==> src/rtl/arb_pkg.sv <==
package arb_pkg;

  typedef enum logic {
    KIND_IRQ = 1'b0,
    KIND_DMA = 1'b1
  } req_kind_e;

  function automatic logic kind_admits(input req_kind_e kind,
                                       input logic [2:0] lvl,
                                       input logic [2:0] cur);
    if (kind == KIND_DMA) return (lvl >= cur);
    else                  return (lvl > cur);
  endfunction

endpackage

==> src/rtl/arb_eligibility.sv <==
module arb_eligibility #(
  parameter int N_SRC = 8,
  parameter int LVL_W = 3
) (
  input  logic [N_SRC-1:0]       req_valid,
  input  logic [N_SRC*LVL_W-1:0] req_level,
  input  logic [N_SRC-1:0]       req_is_dma,
  input  logic [LVL_W-1:0]       cur_level,
  output logic [N_SRC-1:0]       eligible
);

  for (genvar g = 0; g < N_SRC; g++) begin : g_src
    logic [LVL_W-1:0] lvl;
    logic             above;
    logic             equal;

    assign lvl   = req_level[g*LVL_W +: LVL_W];
    assign above = (lvl > cur_level);
    assign equal = (lvl == cur_level);
    // DMA runs at the current level; an interrupt must pre-empt it
    assign eligible[g] = req_valid[g] & (above | (equal & req_is_dma[g]));
  end

endmodule

==> src/rtl/arb_select.sv <==
module arb_select
  import arb_pkg::*;
#(
  parameter int N_SRC = 8,
  parameter int LVL_W = 3,
  localparam int IDX_W = (N_SRC > 1) ? $clog2(N_SRC) : 1
) (
  input  logic [N_SRC-1:0]       eligible,
  input  logic [N_SRC*LVL_W-1:0] req_level,
  input  logic [N_SRC-1:0]       req_is_dma,
  output logic                   found,
  output logic [IDX_W-1:0]       win_idx,
  output logic [LVL_W-1:0]       win_level,
  output req_kind_e              win_kind
);

  // Ordering key: level first, then DMA over interrupt.
  // A strict compare while scanning upward keeps the lowest index on ties.
  always_comb begin
    found     = 1'b0;
    win_idx   = '0;
    win_level = '0;
    win_kind  = KIND_IRQ;
    for (int i = 0; i < N_SRC; i++) begin
      if (eligible[i]) begin
        if (!found ||
            ({req_level[i*LVL_W +: LVL_W], req_is_dma[i]} >
             {win_level, win_kind == KIND_DMA})) begin
          found     = 1'b1;
          win_idx   = IDX_W'(i);
          win_level = req_level[i*LVL_W +: LVL_W];
          win_kind  = req_is_dma[i] ? KIND_DMA : KIND_IRQ;
        end
      end
    end
  end

endmodule

==> src/rtl/arb_cpl_reg.sv <==
module arb_cpl_reg #(
  parameter int LVL_W = 3
) (
  input  logic             clk,
  input  logic             rst_n,
  input  logic             ack_load,
  input  logic [LVL_W-1:0] ack_level,
  input  logic             restore_valid,
  input  logic [LVL_W-1:0] restore_level,
  output logic [LVL_W-1:0] cpl
);

  always_ff @(posedge clk) begin
    if (!rst_n)             cpl <= '0;
    else if (ack_load)      cpl <= ack_level;
    else if (restore_valid) cpl <= restore_level;
  end

  AST_RESTORE_LOADS: assert property (@(posedge clk) disable iff (!rst_n)
    restore_valid && !ack_load |=> cpl == $past(restore_level));
  AST_ACK_OVERRIDES: assert property (@(posedge clk) disable iff (!rst_n)
    ack_load |=> cpl == $past(ack_level));
  AST_CPL_HOLDS: assert property (@(posedge clk) disable iff (!rst_n)
    !ack_load && !restore_valid |=> $stable(cpl));

endmodule

==> src/rtl/dma_irq_arbiter.sv <==
module dma_irq_arbiter
  import arb_pkg::*;
#(
  parameter int N_SRC = 8,
  parameter int LVL_W = 3,
  localparam int IDX_W = (N_SRC > 1) ? $clog2(N_SRC) : 1
) (
  input  logic                   clk,
  input  logic                   rst_n,
  input  logic [N_SRC-1:0]       req_valid,
  input  logic [N_SRC*LVL_W-1:0] req_level,
  input  logic [N_SRC-1:0]       req_is_dma,
  input  logic                   instr_end,
  input  logic                   dma_busy,
  input  logic                   cpl_restore_valid,
  input  logic [LVL_W-1:0]       cpl_restore_level,
  output logic                   grant_valid,
  output logic [IDX_W-1:0]       grant_idx,
  output logic [LVL_W-1:0]       grant_level,
  output logic                   grant_is_dma,
  output logic [LVL_W-1:0]       cpl
);

  logic [N_SRC-1:0] eligible;
  logic             found;
  logic [IDX_W-1:0] win_idx;
  logic [LVL_W-1:0] win_level;
  req_kind_e        win_kind;
  logic             fire;
  logic             irq_ack;

  arb_eligibility #(.N_SRC(N_SRC), .LVL_W(LVL_W)) i_elig (
    .req_valid  (req_valid),
    .req_level  (req_level),
    .req_is_dma (req_is_dma),
    .cur_level  (cpl),
    .eligible   (eligible)
  );

  arb_select #(.N_SRC(N_SRC), .LVL_W(LVL_W)) i_sel (
    .eligible   (eligible),
    .req_level  (req_level),
    .req_is_dma (req_is_dma),
    .found      (found),
    .win_idx    (win_idx),
    .win_level  (win_level),
    .win_kind   (win_kind)
  );

  // The transfer in flight cannot be interrupted, so busy blocks arbitration
  assign fire    = instr_end & ~dma_busy & found;
  assign irq_ack = fire & (win_kind == KIND_IRQ);

  arb_cpl_reg #(.LVL_W(LVL_W)) i_cpl (
    .clk           (clk),
    .rst_n         (rst_n),
    .ack_load      (irq_ack),
    .ack_level     (win_level),
    .restore_valid (cpl_restore_valid),
    .restore_level (cpl_restore_level),
    .cpl           (cpl)
  );

  always_ff @(posedge clk) begin
    if (!rst_n) begin
      grant_valid  <= 1'b0;
      grant_idx    <= '0;
      grant_level  <= '0;
      grant_is_dma <= 1'b0;
    end else begin
      grant_valid  <= fire;
      grant_idx    <= fire ? win_idx : '0;
      grant_level  <= fire ? win_level : '0;
      grant_is_dma <= fire & (win_kind == KIND_DMA);
    end
  end

  AST_GRANT_NEEDS_STROBE: assert property (@(posedge clk) disable iff (!rst_n)
    !$past(instr_end) |-> !grant_valid);
  AST_BUSY_BLOCKS: assert property (@(posedge clk) disable iff (!rst_n)
    $past(dma_busy) |-> !grant_valid);
  AST_IRQ_STRICT: assert property (@(posedge clk) disable iff (!rst_n)
    grant_valid && !grant_is_dma |-> grant_level > $past(cpl));
  AST_DMA_AT_OR_ABOVE: assert property (@(posedge clk) disable iff (!rst_n)
    grant_valid && grant_is_dma |-> grant_level >= $past(cpl));
  AST_IRQ_SETS_CPL: assert property (@(posedge clk) disable iff (!rst_n)
    grant_valid && !grant_is_dma |-> cpl == grant_level);
  AST_DMA_KEEPS_CPL: assert property (@(posedge clk) disable iff (!rst_n)
    grant_valid && grant_is_dma && !$past(cpl_restore_valid) |-> $stable(cpl));
  AST_IDLE_ZERO: assert property (@(posedge clk) disable iff (!rst_n)
    !grant_valid |-> grant_idx == '0 && grant_level == '0 && !grant_is_dma);

endmodule

==> config.mk <==
export PLATFORM = sky130hd
export DESIGN_NAME = dma_irq_arbiter
export DESIGN_NICKNAME = d
export VERILOG_FILES = /design/src/rtl/arb_pkg.sv /design/src/rtl/arb_eligibility.sv /design/src/rtl/arb_select.sv /design/src/rtl/arb_cpl_reg.sv /design/src/rtl/dma_irq_arbiter.sv
export SDC_FILE = /design/constraint.sdc
export NUM_CORES = 1
export LEC_CHECK = 0
export ABC_AREA = 1
export BUFFER_PORTS_ARGS = -buffer_cell sky130_fd_sc_hd__buf_2
export CAP_MARGIN = 20
export CORE_ASPECT_RATIO = 0.9
export CORE_UTILIZATION = 50
export CTS_CLUSTER_DIAMETER = 30
export DETAILED_ROUTE_END_ITERATION = 8
export GPL_ROUTABILITY_DRIVEN = 0
export HOLD_SLACK_MARGIN = 0.15
export PLACE_DENSITY = 0.75
export SYNTH_ARGS = -nofsm -noshare
export SYNTH_HDL_FRONTEND = slang
export SYNTH_SLANG_ARGS = --single-unit
==> constraint.sdc <==
create_clock -name clk -period 8.85 [get_ports clk]
set_input_delay 0.885 -clock clk [delete_from_list [all_inputs] [get_ports clk]]
set_output_delay 0.885 -clock clk [all_outputs]
set_load 0.05 [all_outputs]
==> impl_metrics.ini, run 1 <==
[synth]
synth_ff_type = dfxtp_1
syn-cell-area_um2 = 2439
synth_cell_types = 29
syn_inst = 376
synthTopCellsByArea = ha_1, nand2_1, dfxtp_1
synth_area_per_cell_um2 = 6.486
async_reset_ff_frac = 0
synth-edff-count = 0
synth_top_cell_by_area = ha_1
synth_top_cell_area_share = 0.2668
synth_nets = 476
synth_seq_area_share = 0.09030
ys_warn_count = 0
ys_seq_elements = 11

[run_status]
firstError = [ERROR DPL-0038] Utilization greater than 100%, impossible to legalize
status = stopped before the end
stop_stage = 5_1_grt

[placement]
port_buffers = 58
hpwl_um = 5979
placed_cell_area_um2 = 3362

[grt]
grt_max_degree = 10

[timing]
worst_endpoint = i_cpl.cpl[0]$_SDFFE_PN0P_/D
worst-ep-kind = register data pin

[die]
num_rows = 23
io_pins = 59
die-height_um = 68.26
die_x_um = 75.62
start_util = 0.5330

[cts]
hold_buffers = 0
htreeDepth = 1
cts_buffers = 3
clock-root-buffer = clkbuf_8
clock-sinks = 11
clockBufferDepth = 2
-- stage by stage --
stage / cells / hold slack (ps) / TNS [ps] / setup WS (ps)
after CTS: 623 / 514.9 / -243.8 / -102.5
after detailed placement: 570 / 496.7 / -5883 / -693.5
after global placement: 570 / 508.0 / -3273 / -410.6
after floorplan: 376 / 722.5 / 0 / 14.52
-- kinds of logic after synthesis --
logic type                 share of synthesized area
and+or+nand+nor                               0.4300
buffers and inverters                        0.09903
AOI/OAI and AO/OA                             0.1139
DFF                                          0.09030
adders and majority gates                     0.2668
-- Yosys cell counts, types with 3 or more instances --
cell type    n
and2_1       3
nor2_1       9
nand2_2     10
a21oi_1     22
nand2_1    101
o211ai_1    11
dfxtp_1     11
nand3_2     13
nor2_2       5
inv_2        5
inv_1       55
nand2_4      6
nand3_1     42
or2_1        4
o21ai_0      6
ha_1        52
nand4_1      3
nand3b_1     3
-- what timing repair did --
| action | 4_1_cts |
|---|---|
| endpoints found under the setup margin | 10 |
| pin swaps | 84 |
| cloned | 1 |
| buffers inserted | 48 |
| gates resized for setup | 91 |
==> inputs of run 2 (changes only) <==
Settings changed: CORE_ASPECT_RATIO 0.9 to not set, CORE_UTILIZATION 50 to 40, CTS_CLUSTER_DIAMETER 30 to not set, HOLD_SLACK_MARGIN 0.15 to not set, PLACE_DENSITY 0.75 to not set, PLACE_DENSITY_LB_ADDON set to 0.15.
Clock period 8.85 ns to 11.5 ns, I/O delays scaled along.
==> run 2 against run 1 <==
The flow now finishes without violations; area after synthesis unchanged; synthesized cell count unchanged.
==> impl_metrics.ini, run 2 <==
[placement]
port_buffers = 58
hpwl_um = 5109

[grt]
gr-total-overflow = 0
grt_antenna_before_repair = 0
grt_pass1_vias = 2364
grtUsageTotal = 0.1922
grt_max_degree = 11
grt_pass1_wl_um = 9867

[timing]
fin_hold_ws_ps = 514.0
relSlewSlack = 0.6217
finalHoldViolCount = 0
clock.fmax_mhz = 101.9
skew_ps = 4.375
fin_crit_sh = 0.8537
worst_pin_slew_ps = 566.6
timing.final.crit_period_ps = 9817
slew_violations = 0
report.final.setup_viol = 0
fin_setup_tns_ps = 0
rsz0062_at_grt = no

[cts]
clkLatencyLatePin_ps = 240
clock-sinks = 11
path_clk_slew_ps = 50
clock-root-buffer = clkbuf_8
cts_resized = 0
cts_tree = yes
hold_buffers = 0
htreeDepth = 1
cts_buffers = 3
clockBufferDepth = 2
cts_setup_buffers = 0

[drt]
wl_met3_um = 194
drtIter0Drc = 74
route.met2.wl_um = 2717
vias_per_cell = 4.934
highest_layer = met4
routed_wirelength_um = 5892
wl_met1_um = 2934
remaining_drc_errors = 0
vias = 2531
drt-pass1-iter-count = 4
drt-wirelength-per-cell_um = 11.49
postRouteAntennaNets = 0

[die]
num_rows = 28
die-height_um = 80.08
io_pins = 59
core_area_um2 = 5886
start_util = 0.4143
die_area_um2 = 6413
die_x_um = 80.08

[final_layout]
drive_gt1_frac = 0.2420
mostFrequentLayoutCells = nand2_1, buf_2, inv_1
diodes = 0
area_delta_synth_final_pct = 17.60
reg_top3 = grant_idx x3, grant_level x3, i_cpl.cpl x3
fill_cells = 622
finalNetCount = 539
final_common_cell = nand2_1

[critical_path]
critPathMaxStageDelay_ps = 300
cp_max_fo = 10
worst_ep_arrival_time_ps = 9950
worst_path_most_repeated_cell = nand2_1
critPathCaptureType = register
reg2reg_setup_slack_ps = 2010
required_ps = 11630
startpoint_type = input port
critPathKind = input port to register
slowest_stage = ha_1

[synth]
ys_seq_elements = 11
synth_area_per_cell_um2 = 6.486
syn_inst = 376
yosysMostFrequentCell = nand2_1
async_reset_ff_frac = 0
synthTopCellsByArea = ha_1, nand2_1, dfxtp_1
ys_warn_count = 0
synth_seq_area_share = 0.09030
synth_ff_type = dfxtp_1
synth_nets = 476
synth-edff-count = 0
synth_cell_types = 29
synth_top_cell_area_share = 0.2668
synth_top_cell_by_area = ha_1
syn-cell-area_um2 = 2439
synth_common_cells = nand2_1, inv_1, ha_1, nand3_1, a21oi_1

[power]
max-vdd-ir-drop_mv = 0.1021
power_density_nw_per_um2 = 250.0
p_leak_nw = 1.736

[run]
maxCapViolations = 0

[hold_path]
hold_class = register to register

[run_status]
status = completed
run 2: cell counts after synthesis:
No cell type changed its count.
run 2: layout make-up:
cell class,count,area (um^2),share of cell area
tap,75,93.84,0.03272
multi-input combinational,302,1977,0.6894
clock buffer,4,45.04,0.01571
inverter,63,241.5,0.08421
sequential,11,220.2,0.07679
timing repair buffer,58,290.3,0.1012
run 2: where the power goes:
part           internal (mW)  leakage [nW]  total (mW)  switching [mW]
Clock                 0.0243        0.0228      0.0382          0.0139
Sequential            0.0475        0.0900      0.0563         0.00882
Combinational          0.228          1.62       0.622           0.394
run 2: cells by family (layout without fill, tap and decap cells):
kind of cell | Yosys count | count (layout) | synth area share
flip-flops | 11 | 11 | 0.09030
AO/OA/AOI/OAI | 47 | 47 | 0.1139
AND/OR/NAND/NOR | 203 | 203 | 0.4300
buffers and inverters | 63 | 125 | 0.09903
adder cells (fa/ha/maj) | 52 | 52 | 0.2668
run 2: through the flow:
| stage | cell area [um^2] | setup WS (ps) | utilization | instances | total power, mW |
|---|---|---|---|---|---|
| floorplan | 2439 | 2434 | - | 376 | 0.5532 |
| global placement | 2823 | 1558 | 0.4796 | 509 | 0.6733 |
| detailed placement | 2823 | 1402 | 0.4796 | 509 | 0.6850 |
| CTS | 2868 | 1628 | 0.4872 | 513 | 0.7253 |
| global route | 2868 | 566.3 | 0.4872 | 513 | 0.8192 |
| finish | 2868 | 1683 | 0.4872 | 513 | 0.7170 |
run 2: path summary, 6_finish.rpt:
path / startpoint / end / cells after the start
setup / recovery: req_level[2] / i_cpl.cpl[2]$_SDFFE_PN0P_ / 79
hold / removal: i_cpl.cpl[2]$_SDFFE_PN0P_ / i_cpl.cpl[2]$_SDFFE_PN0P_ / 2
setup reg to reg: i_cpl.cpl[2]$_SDFFE_PN0P_ / i_cpl.cpl[2]$_SDFFE_PN0P_ / 79
hold reg to reg: i_cpl.cpl[2]$_SDFFE_PN0P_ / i_cpl.cpl[2]$_SDFFE_PN0P_ / 2
run 2: routing by layer:
metal / vias up / GRT usage
li1: 1379 / -
met3: 6 / 0.01250
met2: 49 / 0.3564
met1: 1097 / 0.2444
met4: 0 / 0.03214
met5: - / 0
run 2: worst max-delay path, delay by kind of cell:
kind	cells	cell delay, ps
AO/OA/AOI/OAI	14	1550
adder cells (fa/ha/maj)	8	2230
buffers and inverters	10	700
AND/OR/NAND/NOR	47	4330
(Power assumes the default switching activity.)
==> inputs of run 3 (changes only) <==
Settings changed: CORE_UTILIZATION 40 to 45, GPL_TIMING_DRIVEN set to 1.
==> run 3 against run 2 <==
Final cell count shrank 0.97%; register-to-register slack about the same; clock-buffer cell count unchanged; worst hold slack worse by 10 ps; critical path depth unchanged; combinational power about the same; sequential cell count stayed put; clock skew is 1.9 ps lower; sequential share of layout area about the same; maximum frequency about the same; via count fell by 0.55%; first-iteration DRC count grew 30%; critical path type unchanged; largest power group unchanged.
==> impl_metrics.ini, run 3 (synthesis gave the netlist of run 2 again) <==
[run_status]
status = completed

[drt]
postRouteAntennaNets = 0
drt-pass1-iter-count = 4
drtIter0Drc = 96
vias = 2517
remaining_drc_errors = 0
vias_per_cell = 4.955
routed_wirelength_um = 5833
drt-wirelength-per-cell_um = 11.48

[critical_path]
critPathCaptureType = register
worst_path_most_repeated_cell = nand2_1
critPathKind = input port to register
critPathMaxStageDelay_ps = 300
worst_ep_arrival_time_ps = 9930
slowest_stage = ha_1
startpoint_type = input port
cp_max_fo = 10
required_ps = 11620

[placement]
port_buffers = 58
placed_cell_area_um2 = 2816
hpwl_um = 4974

[cts]
clockBufferDepth = 2
clkLatencyLatePin_ps = 230
path_clk_slew_ps = 50
cts_buffers = 3
hold_buffers = 0
htreeDepth = 1
cts_resized = 0
clock-root-buffer = clkbuf_8
cts_tree = yes
clock-sinks = 11
cts_setup_buffers = 0

[die]
die-height_um = 75.62
die_x_um = 75.62
die_area_um2 = 5718
num_rows = 26
io_pins = 59
start_util = 0.4715
core_area_um2 = 5172

[final_layout]
final_area_um2 = 2861
diodes = 0
ff_latch_area_um2 = 220.2
multi_input_area_um2 = 1977
drive_gt1_frac = 0.2420
reg_top3 = grant_idx x3, grant_level x3, i_cpl.cpl x3
finalNetCount = 539
mostFrequentLayoutCells = nand2_1, buf_2, inv_1
area_delta_synth_final_pct = 17.34
final_common_cell = nand2_1
fill_cells = 509

[power]
power_density_nw_per_um2 = 251.1
finalPower_mw = 0.7186
max-vdd-ir-drop_mv = 0.08563
p_leak_nw = 1.736

[timing]
slew_violations = 0
worst_pin_slew_ps = 591.5
fin_crit_sh = 0.8529
finalHoldViolCount = 0
fin_setup_tns_ps = 0
skew_ps = 2.464
rsz0062_at_grt = no
report.final.setup_viol = 0
relSlewSlack = 0.6051
timing.final.crit_period_ps = 9808
clock.fmax_mhz = 102.0

[grt]
grt_pass1_vias = 2315
grt_pass1_wl_um = 9722
grtUsageTotal = 0.2167
gr-total-overflow = 0
grt_antenna_before_repair = 0
grt_max_degree = 11

[run]
maxCapViolations = 0

[hold_path]
hold_class = register to register
run 3: cell counts in the layout (fill, tap and decap cells not counted):
No cell type changed its count.
run 3: final cells by class:
class                   count  share of cell area
well taps                  70             0.03061
inverters                  63             0.08439
clock buffers               4             0.01574
flip-flops and latches     11             0.07696
repair buffers             58              0.1014
multi-input cells         302              0.6909
run 3: path summary, 6_finish.rpt:
check                                   end                 startpoint  depth (start not counted)  slack (ps)
hold reg to reg   i_cpl.cpl[2]$_SDFFE_PN0P_  i_cpl.cpl[2]$_SDFFE_PN0P_                          2         500
setup reg to reg  i_cpl.cpl[1]$_SDFFE_PN0P_  i_cpl.cpl[2]$_SDFFE_PN0P_                         79        2010
hold / removal    i_cpl.cpl[2]$_SDFFE_PN0P_  i_cpl.cpl[2]$_SDFFE_PN0P_                          2         500
setup / recovery  i_cpl.cpl[1]$_SDFFE_PN0P_               req_level[2]                         79        1690
run 3: critical path, delay by kind of cell:
family,cells,cell delay (ps)
adder cells (fa/ha/maj),8,2270
AO/OA/AOI/OAI,13,1450
buffers and inverters,10,710
AND/OR/NAND/NOR,48,4310
run 3: metrics by stage:
| stage | hold WS [ps] | util | setup WS [ps] | cells |
|---|---|---|---|---|
| 5_1_grt | 538.2 | 0.5532 | 595.5 | 508 |
| 6_report | 503.9 | 0.5532 | 1692 | 508 |
| 3_5_place_dp | 502.8 | 0.5445 | 1487 | 504 |
| 3_3_place_gp | 503.3 | 0.5445 | 1627 | 504 |
| 2_1_floorplan | 722.5 | - | 2434 | 376 |
| 4_1_cts | 509.2 | 0.5532 | 1708 | 508 |
run 3: per-layer routing:
| layer | share of wire | vias up | routed length, um | track usage |
|---|---|---|---|---|
| li1 | - | 1375 | - | - |
| met1 | 0.51 | 1090 | 2979 | 0.2874 |
| met2 | 0.45 | 48 | 2609 | 0.3839 |
| met3 | 0.035 | 4 | 203 | 0.01720 |
| met4 | 0.0069 | 0 | 40 | 0.04527 |
| met5 | 0 | - | 0 | 0 |
run 3: power breakdown:
part,switching (mW),total (mW),internal (mW)
logic,0.395,0.624,0.229
clock network,0.0138,0.0381,0.0243
registers,0.00872,0.0562,0.0475
total,0.418,0.719,0.301
==> inputs of run 4 (changes only) <==
--- a/config.mk
+++ b/config.mk
@@ -14,4 +14,5 @@
 export GPL_TIMING_DRIVEN = 1
 export PLACE_DENSITY_LB_ADDON = 0.15
+export SLEW_MARGIN = 10
 export SYNTH_ARGS = -nofsm -noshare
 export SYNTH_HDL_FRONTEND = slang
==> constraint.sdc (replaced) <==
create_clock -name clk -period 11.5 [get_ports clk]
set_input_delay 1.725 -clock clk [delete_from_list [all_inputs] [get_ports clk]]
set_output_delay 1.725 -clock clk [all_outputs]
set_load 0.05 [all_outputs]
==> run 4 against run 3 <==
Sequential power is 8.0% lower; clock-buffer cell count unchanged; cell area grew 0.26%; register-to-register slack improved by 20 ps; sequential cell count did not move; critical path depth is 2 higher; via count fell by 0.16%; worst hold slack better by 7.7 ps; maximum frequency down 5.4%; critical path type unchanged; critical endpoint is now i_cpl.cpl[2]$_SDFFE_PN0P_; largest cell class unchanged.
==> impl_metrics.ini, run 4 (synthesis gave the netlist of run 2 again) <==
[die]
start_util = 0.4715
die-height_um = 75.62
die_area_um2 = 5718
io_pins = 59
num_rows = 26
core_area_um2 = 5172
die_x_um = 75.62

[cts]
clock-root-buffer = clkbuf_8
clock-sinks = 11
cts_resized = 0
cts_buffers = 3
cts_tree = yes
path_clk_slew_ps = 50
clkLatencyLatePin_ps = 230
clockBufferDepth = 2
cts_setup_buffers = 0
htreeDepth = 1
hold_buffers = 0

[critical_path]
critPathMaxStageDelay_ps = 300
critPathCaptureType = register
crit_start = req_level[2]
required_ps = 11660
startpoint_type = input port
worst_ep_arrival_time_ps = 10530
slowest_stage = ha_1
critPathKind = input port to register
worstReg2RegStart = i_cpl.cpl[2]$_SDFFE_PN0P_
cp_max_fo = 10
worst_path_most_repeated_cell = nand2_1

[run_status]
status = completed

[grt]
grt_pass1_vias = 2205
grtUsageMet2 = 0.3879
grtUsageMet3 = 0.01455
gr-total-overflow = 0
busiest_layer = met2
grt_antenna_before_repair = 0
use_met1 = 0.2812
grt_max_degree = 11
grt_pass1_wl_um = 9397
grtUsageTotal = 0.2126

[final_layout]
area_delta_synth_final_pct = 17.65
final_area_um2 = 2869
mostFrequentLayoutCells = nand2_1, buf_2, inv_1
drive_gt1_frac = 0.2437
reg_top3 = grant_idx x3, grant_level x3, i_cpl.cpl x3
finalNetCount = 540
diodes = 0
final_common_cell = nand2_1
final_core_util = 0.5547

[timing]
fin_setup_tns_ps = 0
skew_ps = 1.388
relSlewSlack = 0.7007
finalHoldViolCount = 0
worst_pin_slew_ps = 448.4
timing.final.crit_period_ps = 10370
fin_crit_sh = 0.9015
report.final.setup_viol = 0
setup_ws_ps = 1132
clock.fmax_mhz = 96.45
rsz0062_at_grt = no
slew_violations = 0

[power]
p_sw_frac = 0.5799
clock_power_share = 0.052
switchingPower_mw = 0.4162
intPower_mw = 0.3015
max-vdd-ir-drop_mv = 0.08702
finalPower_mw = 0.7177
p_leak_nw = 1.741
p_seq_frac = 0.072
power_density_nw_per_um2 = 250.2
p_comb_frac = 0.876

[run]
maxCapViolations = 0

[drt]
vias_per_cell = 4.937
vias = 2513
drt-wirelength-per-cell_um = 11.51
drt-pass1-iter-count = 4
remaining_drc_errors = 0
drtIter0Drc = 112
postRouteAntennaNets = 0
routed_wirelength_um = 5859

[placement]
hpwl_um = 5030
port_buffers = 58
place_ws_ps = 884.8
placed_cell_area_um2 = 2824

[hold_path]
hold_class = register to register
hold_path_startpoint = i_cpl.cpl[1]$_SDFFE_PN0P_
==> run 4: metal layers <==
| metal | vias to the layer above | wire length [um] |
|---|---|---|
| li1 | 1379 | - |
| met1 | 1064 | 2842 |
| met2 | 64 | 2642 |
| met3 | 6 | 323 |
| met4 | 0 | 51 |
| met5 | - | 0 |
==> run 4: worst max-delay path, delay by kind of cell <==
family,cells,cell delay [ps]
and+or+nand+nor,47,4140
adders and majority gates,8,2180
AOI/OAI and AO/OA,14,1600
buffers and inverters,12,870
==> run 4: area by class of cell <==
| class | count | area, um^2 |
|---|---|---|
| inverter | 63 | 241.5 |
| multi-input combinational | 302 | 1977 |
| tap | 70 | 87.58 |
| sequential | 11 | 220.2 |
| timing repair buffer | 59 | 297.8 |
| clock buffer | 4 | 45.04 |
| fill | 522 | 2303 |
==> run 4: worst paths after layout <==
path,endpoint,slack (ps),cells past startpoint
worst max register to register,i_cpl.cpl[2]$_SDFFE_PN0P_,2030,81
worst min-delay path,i_cpl.cpl[1]$_SDFFE_PN0P_,510,2
worst max-delay path,i_cpl.cpl[2]$_SDFFE_PN0P_,1130,81
worst min register to register,i_cpl.cpl[1]$_SDFFE_PN0P_,510,2
==> run 4: power groups by stage <==
| stage | registers [mW] | logic [mW] | clock network [mW] |
|---|---|---|---|
| detailed placement | 0.0522 | 0.631 | 0 |
| global route | 0.0531 | 0.725 | 0.0408 |
| floorplan | 0.0859 | 0.467 | 0 |
| CTS | 0.0517 | 0.635 | 0.0385 |
| finish | 0.0517 | 0.629 | 0.0375 |
| global placement | 0.0523 | 0.622 | 0 |
==> run 4: stage by stage <==
step	hold slack (ps)	std cells
finish	511.7	509
global route	541.2	509
CTS	509.8	509
detailed placement	493.0	505
global placement	500.8	505
floorplan	722.5	376
